File: config.mk
export PLATFORM = sky130hd
export DESIGN_NAME = tx_pad_fcs_stage
export DESIGN_NICKNAME = d
export VERILOG_FILES = /design/src/rtl/tx_finish_pkg.sv /design/src/rtl/txf_crc_acc.sv /design/src/rtl/txf_lane_ser.sv /design/src/rtl/txf_ctrl.sv /design/src/rtl/tx_pad_fcs_stage.sv
export SDC_FILE = /design/constraint.sdc
export NUM_CORES = 1
export LEC_CHECK = 0
export BUFFER_PORTS_ARGS = -buffer_cell sky130_fd_sc_hd__buf_2
export CORE_UTILIZATION = 45
export CTS_CLUSTER_SIZE = 14
export DETAILED_ROUTE_END_ITERATION = 7
export SLEW_MARGIN = 0
export SYNTH_ARGS = -nofsm -noshare
export SYNTH_HDL_FRONTEND = slang
export SYNTH_SLANG_ARGS = --single-unit
File: constraint.sdc
create_clock -name clk -period 2.5 [get_ports clk]
set_input_delay 0.25 -clock clk [delete_from_list [all_inputs] [get_ports clk]]
set_output_delay 0.25 -clock clk [all_outputs]
set_load 0.02 [all_outputs]
File: src/rtl/tx_finish_pkg.sv
package tx_finish_pkg;

  localparam logic [31:0] CRC_POLY_REFL = 32'hEDB88320;

  typedef enum logic [2:0] {
    ST_IDLE,
    ST_DATA,
    ST_PAD,
    ST_FCS,
    ST_TAIL,
    ST_DRAIN
  } fin_state_e;

  // One byte through the reflected CRC-32 register, bit 0 of the byte first.
  function automatic logic [31:0] crc32_step(input logic [31:0] c, input logic [7:0] d);
    logic [31:0] r;
    logic        fb;
    r = c;
    for (int k = 0; k < 8; k++) begin
      fb = r[0] ^ d[k];
      r  = {1'b0, r[31:1]} ^ (fb ? CRC_POLY_REFL : 32'h0);
    end
    return r;
  endfunction

endpackage

File: src/rtl/txf_crc_acc.sv
module txf_crc_acc
  import tx_finish_pkg::*;
(
  input  logic        clk,
  input  logic        rst_n,
  input  logic        start,
  input  logic        upd,
  input  logic [7:0]  din,
  output logic [31:0] fcs_word
);
  logic [31:0] crc_q;

  always_ff @(posedge clk) begin
    if (!rst_n)     crc_q <= '1;
    else if (start) crc_q <= crc32_step('1, din);
    else if (upd)   crc_q <= crc32_step(crc_q, din);
  end

  assign fcs_word = ~crc_q;

endmodule

File: src/rtl/txf_lane_ser.sv
module txf_lane_ser #(
  parameter int BYTE_W = 8
) (
  input  logic              clk,
  input  logic              rst_n,
  input  logic              gig,
  input  logic              ld,
  input  logic [BYTE_W-1:0] ld_byte,
  input  logic              stop,
  output logic              slot_free,
  output logic [BYTE_W-1:0] tx_data,
  output logic              tx_en
);
  localparam int NIB_W = BYTE_W / 2;

  logic [BYTE_W-1:0] byte_q;
  logic              act_q;
  logic              nib_q;
  logic              last_beat;

  assign last_beat = gig | nib_q;
  assign slot_free = !act_q | last_beat;

  always_ff @(posedge clk) begin
    if (!rst_n) begin
      byte_q <= '0;
      act_q  <= 1'b0;
      nib_q  <= 1'b0;
    end else if (stop) begin
      act_q <= 1'b0;
      nib_q <= 1'b0;
    end else if (ld) begin
      byte_q <= ld_byte;
      act_q  <= 1'b1;
      nib_q  <= 1'b0;
    end else if (act_q) begin
      nib_q <= gig ? 1'b0 : ~nib_q;
    end
  end

  always_comb begin
    if (gig) begin
      tx_data = byte_q;
    end else begin
      tx_data = '0;
      tx_data[NIB_W-1:0] = nib_q ? byte_q[BYTE_W-1:NIB_W] : byte_q[NIB_W-1:0];
    end
  end

  assign tx_en = act_q;

  // once a byte has finished on the line, the controller must supply the
  // next byte or close the frame; it may never leave the line unfed.
  assert_line_fed_R3: assert property (@(posedge clk) disable iff (!rst_n)
    (act_q && slot_free) |-> (ld || stop));

endmodule

File: src/rtl/txf_ctrl.sv
module txf_ctrl
  import tx_finish_pkg::*;
#(
  parameter int MIN_PAYLOAD = 60
) (
  input  logic        clk,
  input  logic        rst_n,
  input  logic [7:0]  in_data,
  input  logic        in_valid,
  input  logic        in_first,
  input  logic        in_last,
  output logic        in_ready,
  input  logic        frm_pad_en,
  input  logic        frm_fcs_en,
  input  logic        glb_pad_fcs,
  input  logic        glb_fcs,
  input  logic        spd_gig,
  input  logic        abort_req,
  input  logic        slot_free,
  input  logic [31:0] fcs_word,
  output logic        ld,
  output logic [7:0]  ld_byte,
  output logic        stop,
  output logic        crc_start,
  output logic        crc_upd,
  output logic [7:0]  crc_din,
  output logic        gig_q,
  output logic        done_pulse,
  output logic        done_aborted
);
  localparam int CW = $clog2(MIN_PAYLOAD + 1);
  localparam logic [CW-1:0] MINC = CW'(MIN_PAYLOAD);

  fin_state_e    st_q, st_d;
  logic [CW-1:0] cnt_q, cnt_d, cnt_inc;
  logic [1:0]    fi_q, fi_d;
  logic          pad_q, pad_d, fcs_q, fcs_d, gig_d;
  logic          src_q, src_d, done_q, done_d, dab_q, dab_d;
  logic          frame_live, fcs_any;

  function automatic fin_state_e after_data(input logic last, input logic [CW-1:0] n,
                                            input logic pad, input logic fcs);
    if (!last)                 return ST_DATA;
    else if (pad && n < MINC)  return ST_PAD;
    else if (fcs)              return ST_FCS;
    else                       return ST_TAIL;
  endfunction

  assign frame_live = (st_q == ST_DATA) || (st_q == ST_PAD) ||
                      (st_q == ST_FCS)  || (st_q == ST_TAIL);
  assign fcs_any    = frm_pad_en | frm_fcs_en | glb_pad_fcs | glb_fcs;
  assign cnt_inc    = (cnt_q == MINC) ? cnt_q : cnt_q + CW'(1);

  always_comb begin
    st_d = st_q;  cnt_d = cnt_q;  fi_d = fi_q;
    pad_d = pad_q; fcs_d = fcs_q; gig_d = gig_q; src_d = src_q;
    done_d = 1'b0; dab_d = 1'b0;
    in_ready = 1'b0; ld = 1'b0; ld_byte = '0; stop = 1'b0;
    crc_start = 1'b0; crc_upd = 1'b0; crc_din = in_data;
    if (frame_live && abort_req) begin
      stop = 1'b1; done_d = 1'b1; dab_d = 1'b1;
      st_d = src_q ? ST_IDLE : ST_DRAIN;
    end else begin
      unique case (st_q)
        ST_IDLE: begin
          in_ready = 1'b1;
          if (in_valid && in_first) begin
            ld = 1'b1; ld_byte = in_data; crc_start = 1'b1;
            pad_d = frm_pad_en; fcs_d = fcs_any; gig_d = spd_gig;
            cnt_d = CW'(1); fi_d = '0; src_d = in_last;
            st_d = after_data(in_last, CW'(1), frm_pad_en, fcs_any);
          end
        end
        ST_DATA: begin
          if (slot_free) begin
            if (in_valid) begin
              in_ready = 1'b1; ld = 1'b1; ld_byte = in_data; crc_upd = 1'b1;
              cnt_d = cnt_inc; src_d = in_last;
              st_d = after_data(in_last, cnt_inc, pad_q, fcs_q);
            end else begin
              stop = 1'b1; done_d = 1'b1; dab_d = 1'b1; st_d = ST_DRAIN;
            end
          end
        end
        ST_PAD: begin
          if (slot_free) begin
            ld = 1'b1; ld_byte = '0; crc_upd = 1'b1; crc_din = '0; cnt_d = cnt_inc;
            if (cnt_inc == MINC) st_d = fcs_q ? ST_FCS : ST_TAIL;
          end
        end
        ST_FCS: begin
          if (slot_free) begin
            ld = 1'b1; ld_byte = fcs_word[{fi_q, 3'b000} +: 8]; fi_d = fi_q + 2'd1;
            if (fi_q == 2'd3) st_d = ST_TAIL;
          end
        end
        ST_TAIL: begin
          if (slot_free) begin
            stop = 1'b1; done_d = 1'b1; st_d = ST_IDLE;
          end
        end
        ST_DRAIN: begin
          in_ready = 1'b1;
          if (in_valid && in_last) st_d = ST_IDLE;
        end
        default: st_d = ST_IDLE;
      endcase
    end
  end

  always_ff @(posedge clk) begin
    if (!rst_n) begin
      st_q <= ST_IDLE; cnt_q <= '0; fi_q <= '0;
      pad_q <= 1'b0; fcs_q <= 1'b0; gig_q <= 1'b0; src_q <= 1'b0;
      done_q <= 1'b0; dab_q <= 1'b0;
    end else begin
      st_q <= st_d; cnt_q <= cnt_d; fi_q <= fi_d;
      pad_q <= pad_d; fcs_q <= fcs_d; gig_q <= gig_d; src_q <= src_d;
      done_q <= done_d; dab_q <= dab_d;
    end
  end

  assign done_pulse   = done_q;
  assign done_aborted = dab_q;

  // a padded frame reaches its checksum or its close only at the minimum length.
  assert_pad_reached_R2: assert property (@(posedge clk) disable iff (!rst_n)
    ((st_q == ST_FCS) || (st_q == ST_TAIL)) |-> (!pad_q || cnt_q == MINC));

  // an abort during a live frame is reported as aborted one cycle later.
  assert_abort_report_R7: assert property (@(posedge clk) disable iff (!rst_n)
    (frame_live && abort_req) |=> (done_q && dab_q));

endmodule

File: src/rtl/tx_pad_fcs_stage.sv
module tx_pad_fcs_stage #(
  parameter int BYTE_W    = 8,
  parameter int MIN_FRAME = 64,
  parameter int FCS_BYTES = 4
) (
  input  logic              clk,
  input  logic              rst_n,
  input  logic [BYTE_W-1:0] in_data,
  input  logic              in_valid,
  input  logic              in_first,
  input  logic              in_last,
  output logic              in_ready,
  input  logic              frm_pad_en,
  input  logic              frm_fcs_en,
  input  logic              glb_pad_fcs,
  input  logic              glb_fcs,
  input  logic              spd_gig,
  input  logic              abort_req,
  output logic [BYTE_W-1:0] tx_data,
  output logic              tx_en,
  output logic              done_pulse,
  output logic              done_aborted
);
  localparam int MIN_PAYLOAD = MIN_FRAME - FCS_BYTES;

  logic              slot_free, ld, stop, crc_start, crc_upd, gig_q;
  logic [7:0]        ld_byte, crc_din;
  logic [31:0]       fcs_word;

  txf_ctrl #(.MIN_PAYLOAD(MIN_PAYLOAD)) ctrl_i (
    .clk(clk), .rst_n(rst_n),
    .in_data(in_data), .in_valid(in_valid), .in_first(in_first), .in_last(in_last),
    .in_ready(in_ready),
    .frm_pad_en(frm_pad_en), .frm_fcs_en(frm_fcs_en),
    .glb_pad_fcs(glb_pad_fcs), .glb_fcs(glb_fcs),
    .spd_gig(spd_gig), .abort_req(abort_req),
    .slot_free(slot_free), .fcs_word(fcs_word),
    .ld(ld), .ld_byte(ld_byte), .stop(stop),
    .crc_start(crc_start), .crc_upd(crc_upd), .crc_din(crc_din),
    .gig_q(gig_q), .done_pulse(done_pulse), .done_aborted(done_aborted)
  );

  txf_crc_acc crc_i (
    .clk(clk), .rst_n(rst_n), .start(crc_start), .upd(crc_upd),
    .din(crc_din), .fcs_word(fcs_word)
  );

  txf_lane_ser #(.BYTE_W(BYTE_W)) lane_i (
    .clk(clk), .rst_n(rst_n), .gig(gig_q), .ld(ld), .ld_byte(ld_byte),
    .stop(stop), .slot_free(slot_free), .tx_data(tx_data), .tx_en(tx_en)
  );

  // a requested abort takes the line down in the next cycle.
  assert_abort_en_low_R7: assert property (@(posedge clk) disable iff (!rst_n)
    (tx_en && abort_req) |=> !tx_en);

  // every falling edge of transmit enable comes with the done pulse.
  assert_done_on_fall_R3: assert property (@(posedge clk) disable iff (!rst_n)
    $fell(tx_en) |-> done_pulse);

  // the done pulse never overlaps an active line.
  assert_done_idle_R3: assert property (@(posedge clk) disable iff (!rst_n)
    done_pulse |-> !tx_en);

  // no input byte is taken while the current byte is still mid-way on the line.
  assert_ready_paced_R4: assert property (@(posedge clk) disable iff (!rst_n)
    (tx_en && !slot_free) |-> !in_ready);

endmodule

==> flow_summary.ini, run 1 <==
[place]
dpl.hpwl_mm = 10.4
place_ws_ns = 0.105
place.gp.congestion = 0.913
portBuffers = 30
place_inst = 738

[grt]
grt_pass1_wl_mm = 22.6
grt_max_degree = 38
overflow = 0
grt_usage_pct = 26.6
grt_pass1_vias = 4159
antenna_found_initial = 0

[drt]
finalWirelength_mm = 14.2
wl_met1_mm = 6.20
viasPerCell = 5.81
route.met2.wl_mm = 6.99
ant_nets = 0
dr.pass1.iters = 5
route.detailed.drc = 0
drt_iter0_markers = 323
wl_met3_um = 760
vias = 4383
highest_layer = met4
wl_per_cell_um = 18.8

[sta]
tightest_slew_ns = 0.875
setup_tns_ns = 0
setup_viol = 0
drv_slew = 0
finalHoldViolations = 0
fin_skew_ns = 0.00752
fmax_mhz = 433
final.min_clock_period_ns = 2.31
setup_ws_ns = 0.193
fin_crit_sh_pct = 92.3
slew_headroom_pct = 41.5
rsz0062_at_grt = no

[clock_tree]
ctsHtreeMaxLevel = 3
cts_sinks = 59
clock-root-buffer = clkbuf_8
clk_latency_ns = 0.34
cts_hold_buffers = 0
cts_buffers = 9
cts.path.max_buffers = 2
cts_tree = yes
cts.reportedPaths.clkPinSlew_ns = 0.07

[pwr]
power_leakage_nw = 2.03
peakVddDrop_mv = 0.808
power.density_nw_per_um2 = 1320

[layout]
area_growth_pct = 15.0
final_common_cell = xnor2_1
final_cell_mix = xnor2_1 (83), nor2_1 (60), dfxtp_1 (59)
fin_cells = 755
fillers = 961
num_antenna_cells = 0
post-route-util_pct = 54.3
drive_above_1_share_pct = 21.1
nNetsFinal = 639

[logic_synthesis]
syn_area_um2 = 4700
synth_nets = 604
synth_edf_count = 0
synth.avg_cell_area_um2 = 8.07
synth_warnings = 0
synth_ff_type = dfxtp_1
synthCells = 582
synth-seq-cells = 59
async_flop_share_pct = 0
synth.yosys.seq_area_share_pct = 25.1
synth_cell_types = 69

[run]
max-cap-violations = 0

[floorplanning]
fp.coreArea_um2 = 9950
initial_core_util_pct = 47.2
rows = 36
die_x_um = 104
die_area_um2 = 10900
die_y_um = 104
io-pin-count = 31

[critical_path]
crit_required_ns = 2.69
worst_ep_arrival_time_ns = 2.50
worstSetupEndpointType = flop
cp_max_fo = 11
path_class = flop to flop
worst_setup_path_start_kind = flop

[outcome]
outcome = finished, final reports clean

[min_path]
hold_class = primary input to flop
## stage by stage
step | power (mW) | hold WS [ns] | instance area (um2)
global route | 7.62 | 0.147 | 5410
CTS | 7.07 | 0.138 | 5370
floorplan | 4.94 | 0.386 | 4700
detailed placement | 6.01 | 0.447 | 5150
global placement | 6.01 | 0.451 | 5150
finish | 7.13 | 0.153 | 5410
## routing by layer
metal	GRT usage, %	up-vias
li1	-	2094
met1	35.0	2110
met4	7.65	0
met2	45.1	156
met3	3.88	23
met5	0	-
## synthesized netlist by cell type, types with 4 or more instances
library cell	instances	area [um2]
xnor2_2	5	81.3
clkbuf_1	34	128
o22ai_1	6	37.5
xnor2_1	84	736
a211oi_1	12	90.1
a21oi_1	42	210
nor2_1	60	225
o211ai_1	13	97.6
a31oi_1	6	37.5
nor2b_1	6	37.5
inv_1	8	30.0
o221ai_1	8	70.1
buf_2	12	60.1
and2_1	5	31.3
nor3_1	6	30.0
o21ai_0	30	150
mux2_2	4	45.0
nand2_1	56	210
nand3_1	12	60.1
dfxtp_1	59	1180
xor2_1	31	272
mux4_2	8	180
## what timing repair did
item                                    CTS  global route
gates resized for setup                   0             4
endpoints found under the setup margin    0             6
endpoints found under the hold margin     0             0
setup buffers                             0             1
## area by class of cell
cell class	instances	area (um2)	share of cell area, %
Sequential cell	59	1180	21.9
Clock buffer	11	151	2.80
Tap cell	133	166	3.08
Clock inverter	5	75.1	1.39
Timing Repair Buffer	77	515	9.54
Inverter	8	30.0	0.556
Multi-Input combinational cell	462	3290	60.8
## power breakdown
group	internal [mW]	leakage [nW]	switching, mW
combinational	2.19	1.43	2.34
clock	0.611	0.119	0.415
sequential	1.25	0.484	0.318
## cells by family (layout without fill, tap and decap cells)
group           Yosys count  count (layout)  share of synthesized area [%]
mux                      15              15                           5.43
fa+ha+maj                 3               3                          0.799
xor+xnor                125             125                           25.8
flops                    59              59                           25.1
buf+inv                  61             101                           5.59
compound gates          148             148                           20.4
simple gates            171             171                           16.9
## worst paths after layout
path,start,depth (start not counted),end,slack (ns)
worst max-delay path,ctrl_i.st_q[1],8,crc_i.crc_q[20],0.19
worst min-delay path,spd_gig,3,ctrl_i.gig_q,0.15
worst max register to register,ctrl_i.st_q[1],8,crc_i.crc_q[20],0.19
worst min register to register,ctrl_i.pad_q,2,ctrl_i.pad_q,0.46
## registers in the layout, indices dropped and copies added, names as in the netlist, 2 cells and up
| name | count |
|---|---|
| lane_i.byte_q | 8 |
| ctrl_i.cnt_q | 6 |
| ctrl_i.st_q | 3 |
| crc_i.crc_q | 32 |
| ctrl_i.fi_q | 2 |
## critical path, stage by stage, from the launching register on
cell	delay, ns
dfxtp_1	0.40
or4b_4	0.53
nor2_1	0.11
buf_4	0.19
nor2_1	0.07
xnor2_1	0.39
xnor2_2	0.20
xnor2_1	0.14
o221ai_1	0.12
Note: power is estimated with default switching activity, not from simulation.
==> run 2: changes to the inputs <==
- ABC_AREA: unset -> 1
==> run 2 against run 1 <==
Effect of this change:
- synthesized cell count grew 28%
- area after synthesis grew 0.13%
- via count grew 20%
- design area grew 2.7%
- non-clock buffer count shrank 12
- sequential share of layout area shrank 0.42 points
- count of clock-buffer cells in the layout is the same
- sequential cell count is the same
- critical endpoint is now crc_i.crc_q[24]
- largest power group unchanged
- highest routed layer unchanged
==> flow_summary.ini, run 2 <==
[run]
max-cap-violations = 0

[drt]
wl_per_cell_um = 17.2
ant_nets = 0
dr.pass1.iters = 7
vias = 5240
finalWirelength_mm = 16.1
route.detailed.drc = 0
viasPerCell = 5.61
drt_iter0_markers = 373

[logic_synthesis]
synth_cell_types = 47
synth_top_area_share_pct = 25.1
synth_nets = 767
synthCells = 745
yosysTopAreaCell = dfxtp_1
synth_edf_count = 0
synth-seq-cells = 59
ys_top_cells_by_area = dfxtp_1 (25%), nand2_1 (17%), xor2_1 (7.8%)
async_flop_share_pct = 0
synth_ff_type = dfxtp_1
syn_area_um2 = 4710
synth_warnings = 0
synth_common_cells = nand2_1 (217), inv_1 (67), a21oi_1 (65)
synth.most_common_cell = nand2_1
synth.avg_cell_area_um2 = 6.32
synth.yosys.seq_area_share_pct = 25.1

[clock_tree]
cts_sinks = 59
cts_tree = yes
cts.path.max_buffers = 2
clock-root-buffer = clkbuf_8
cts.reportedPaths.clkPinSlew_ns = 0.08
ctsHtreeMaxLevel = 3
cts_buffers = 9
clk_latency_ns = 0.35

[grt]
antenna_found_initial = 0
grt_pass1_vias = 4802
grt_usage_pct = 29.6
overflow = 0
grt_pass1_wl_mm = 25.2
grt_max_degree = 37

[place]
dpl.hpwl_mm = 11.6
portBuffers = 30
place.gp.congestion = 0.953
dpl_cell_area_um2 = 5130

[outcome]
outcome = finished, final reports clean

[critical_path]
path_class = flop to flop
worst_setup_path_start_kind = flop
worstSetupEndpointType = flop
worst_ep_arrival_time_ns = 2.67
crit_required_ns = 2.75
cp_max_fo = 12

[layout]
final_cell_mix = nand2_1 (210), inv_1 (66), a21oi_1 (65)
nNetsFinal = 818
largest_reg_flops = 32
final_common_cell = nand2_1
fillers = 1005
area_growth_pct = 18.0
reg_top3 = crc_i.crc_q (32), lane_i.byte_q (8), ctrl_i.cnt_q (6)
regMostFlops = crc_i.crc_q
drive_above_1_share_pct = 17.6
final_area_um2 = 5550
post-route-util_pct = 55.8
num_antenna_cells = 0

[sta]
whs_ns = 0.157
slew_headroom_pct = 58.6
fin_skew_ns = 0.0138
setup_tns_ns = 0
final.min_clock_period_ns = 2.42
finalHoldViolations = 0
fmax_mhz = 414
tightest_slew_ns = 0.620
drv_slew = 0
fin_crit_sh_pct = 96.7
setup_viol = 0

[floorplanning]
fp.coreArea_um2 = 9950
io-pin-count = 31
die_y_um = 104
die_area_um2 = 10900
rows = 36
die_x_um = 104
initial_core_util_pct = 47.3

[pwr]
power_leakage_nw = 2.65
power.density_nw_per_um2 = 1400
peakVddDrop_mv = 0.590

[min_path]
hold_class = primary input to flop
run 2: layout make-up:
cell class              instances  area [um2]  area share, %
multi-input cells             589        3270           59.0
inverters                      72         274           4.94
repair buffers                 65         438           7.89
clock inverters                 5        77.6           1.40
flip-flops and latches         59        1190           21.4
well taps                     133         166           3.00
clock buffers                  11         131           2.37
run 2: path summary, 6_finish.rpt:
check                          end        startpoint  depth (start not counted)  slack, ns
setup / recovery   crc_i.crc_q[24]    ctrl_i.st_q[2]                         14       0.08
hold reg to reg   lane_i.byte_q[0]  lane_i.byte_q[0]                          2       0.46
setup reg to reg   crc_i.crc_q[24]    ctrl_i.st_q[2]                         14       0.08
hold / removal        ctrl_i.pad_q        frm_pad_en                          3       0.16
run 2: through the flow:
| step | power [mW] | setup WS [ns] | std cells |
|---|---|---|---|
| CTS | 7.43 | 0.00133 | 928 |
| detailed placement | 6.38 | -0.0245 | 910 |
| floorplan | 5.09 | 0.312 | 745 |
| finish | 7.77 | 0.0827 | 934 |
| global route | 8.40 | -0.0250 | 934 |
| global placement | 6.35 | 0.0412 | 910 |
run 2: logic make-up (layout without fill, tap and decap cells):
logic type	Yosys count	in the layout	share of synthesized area (%)
muxes	2	2	0.479
buffers and inverters	99	153	8.14
DFF	59	59	25.1
and+or+nand+nor	345	347	31.6
xor gates and xnor gates	60	60	12.0
AOI/OAI and AO/OA	177	177	21.9
adders and majority gates	3	3	0.798
run 2: timing repair:
| item | in CTS | in global routing |
|---|---|---|
| pin swaps | 1 | 5 |
| resized for setup | 3 | 24 |
| cloned | 0 | 2 |
| endpoints found under the setup margin | 4 | 25 |
| hold buffers | 0 | 0 |
| buffers inserted | 2 | 4 |
run 2: per-layer routing:
layer / track usage (%) / wire, um / vias to the layer above
li1: - / - / 2550
met1: 40.4 / 7050 / 2385
met4: 12.6 / 587 / 0
met2: 45.0 / 7010 / 257
met5: 0 / 0 / -
met3: 5.95 / 1440 / 48
run 2: report_power, final:
group	total [mW]	internal [mW]	switching, mW
clock network	0.982	0.559	0.423
registers	1.59	1.28	0.309
logic	5.20	1.90	3.29
total	7.77	3.75	4.03
run 2: worst max-delay path, cell delays in order (launching register included):
cell,delay [ns]
dfxtp_4,0.37
nor2_4,0.13
nand2_2,0.11
nor2_4,0.22
buf_4,0.18
nand2_4,0.12
nand3_1,0.10
nand2_1,0.14
nand2_1,0.12
nand2_2,0.17
xor2_2,0.23
xor2_1,0.20
nand2_1,0.08
nand2_1,0.08
nand2_1,0.05
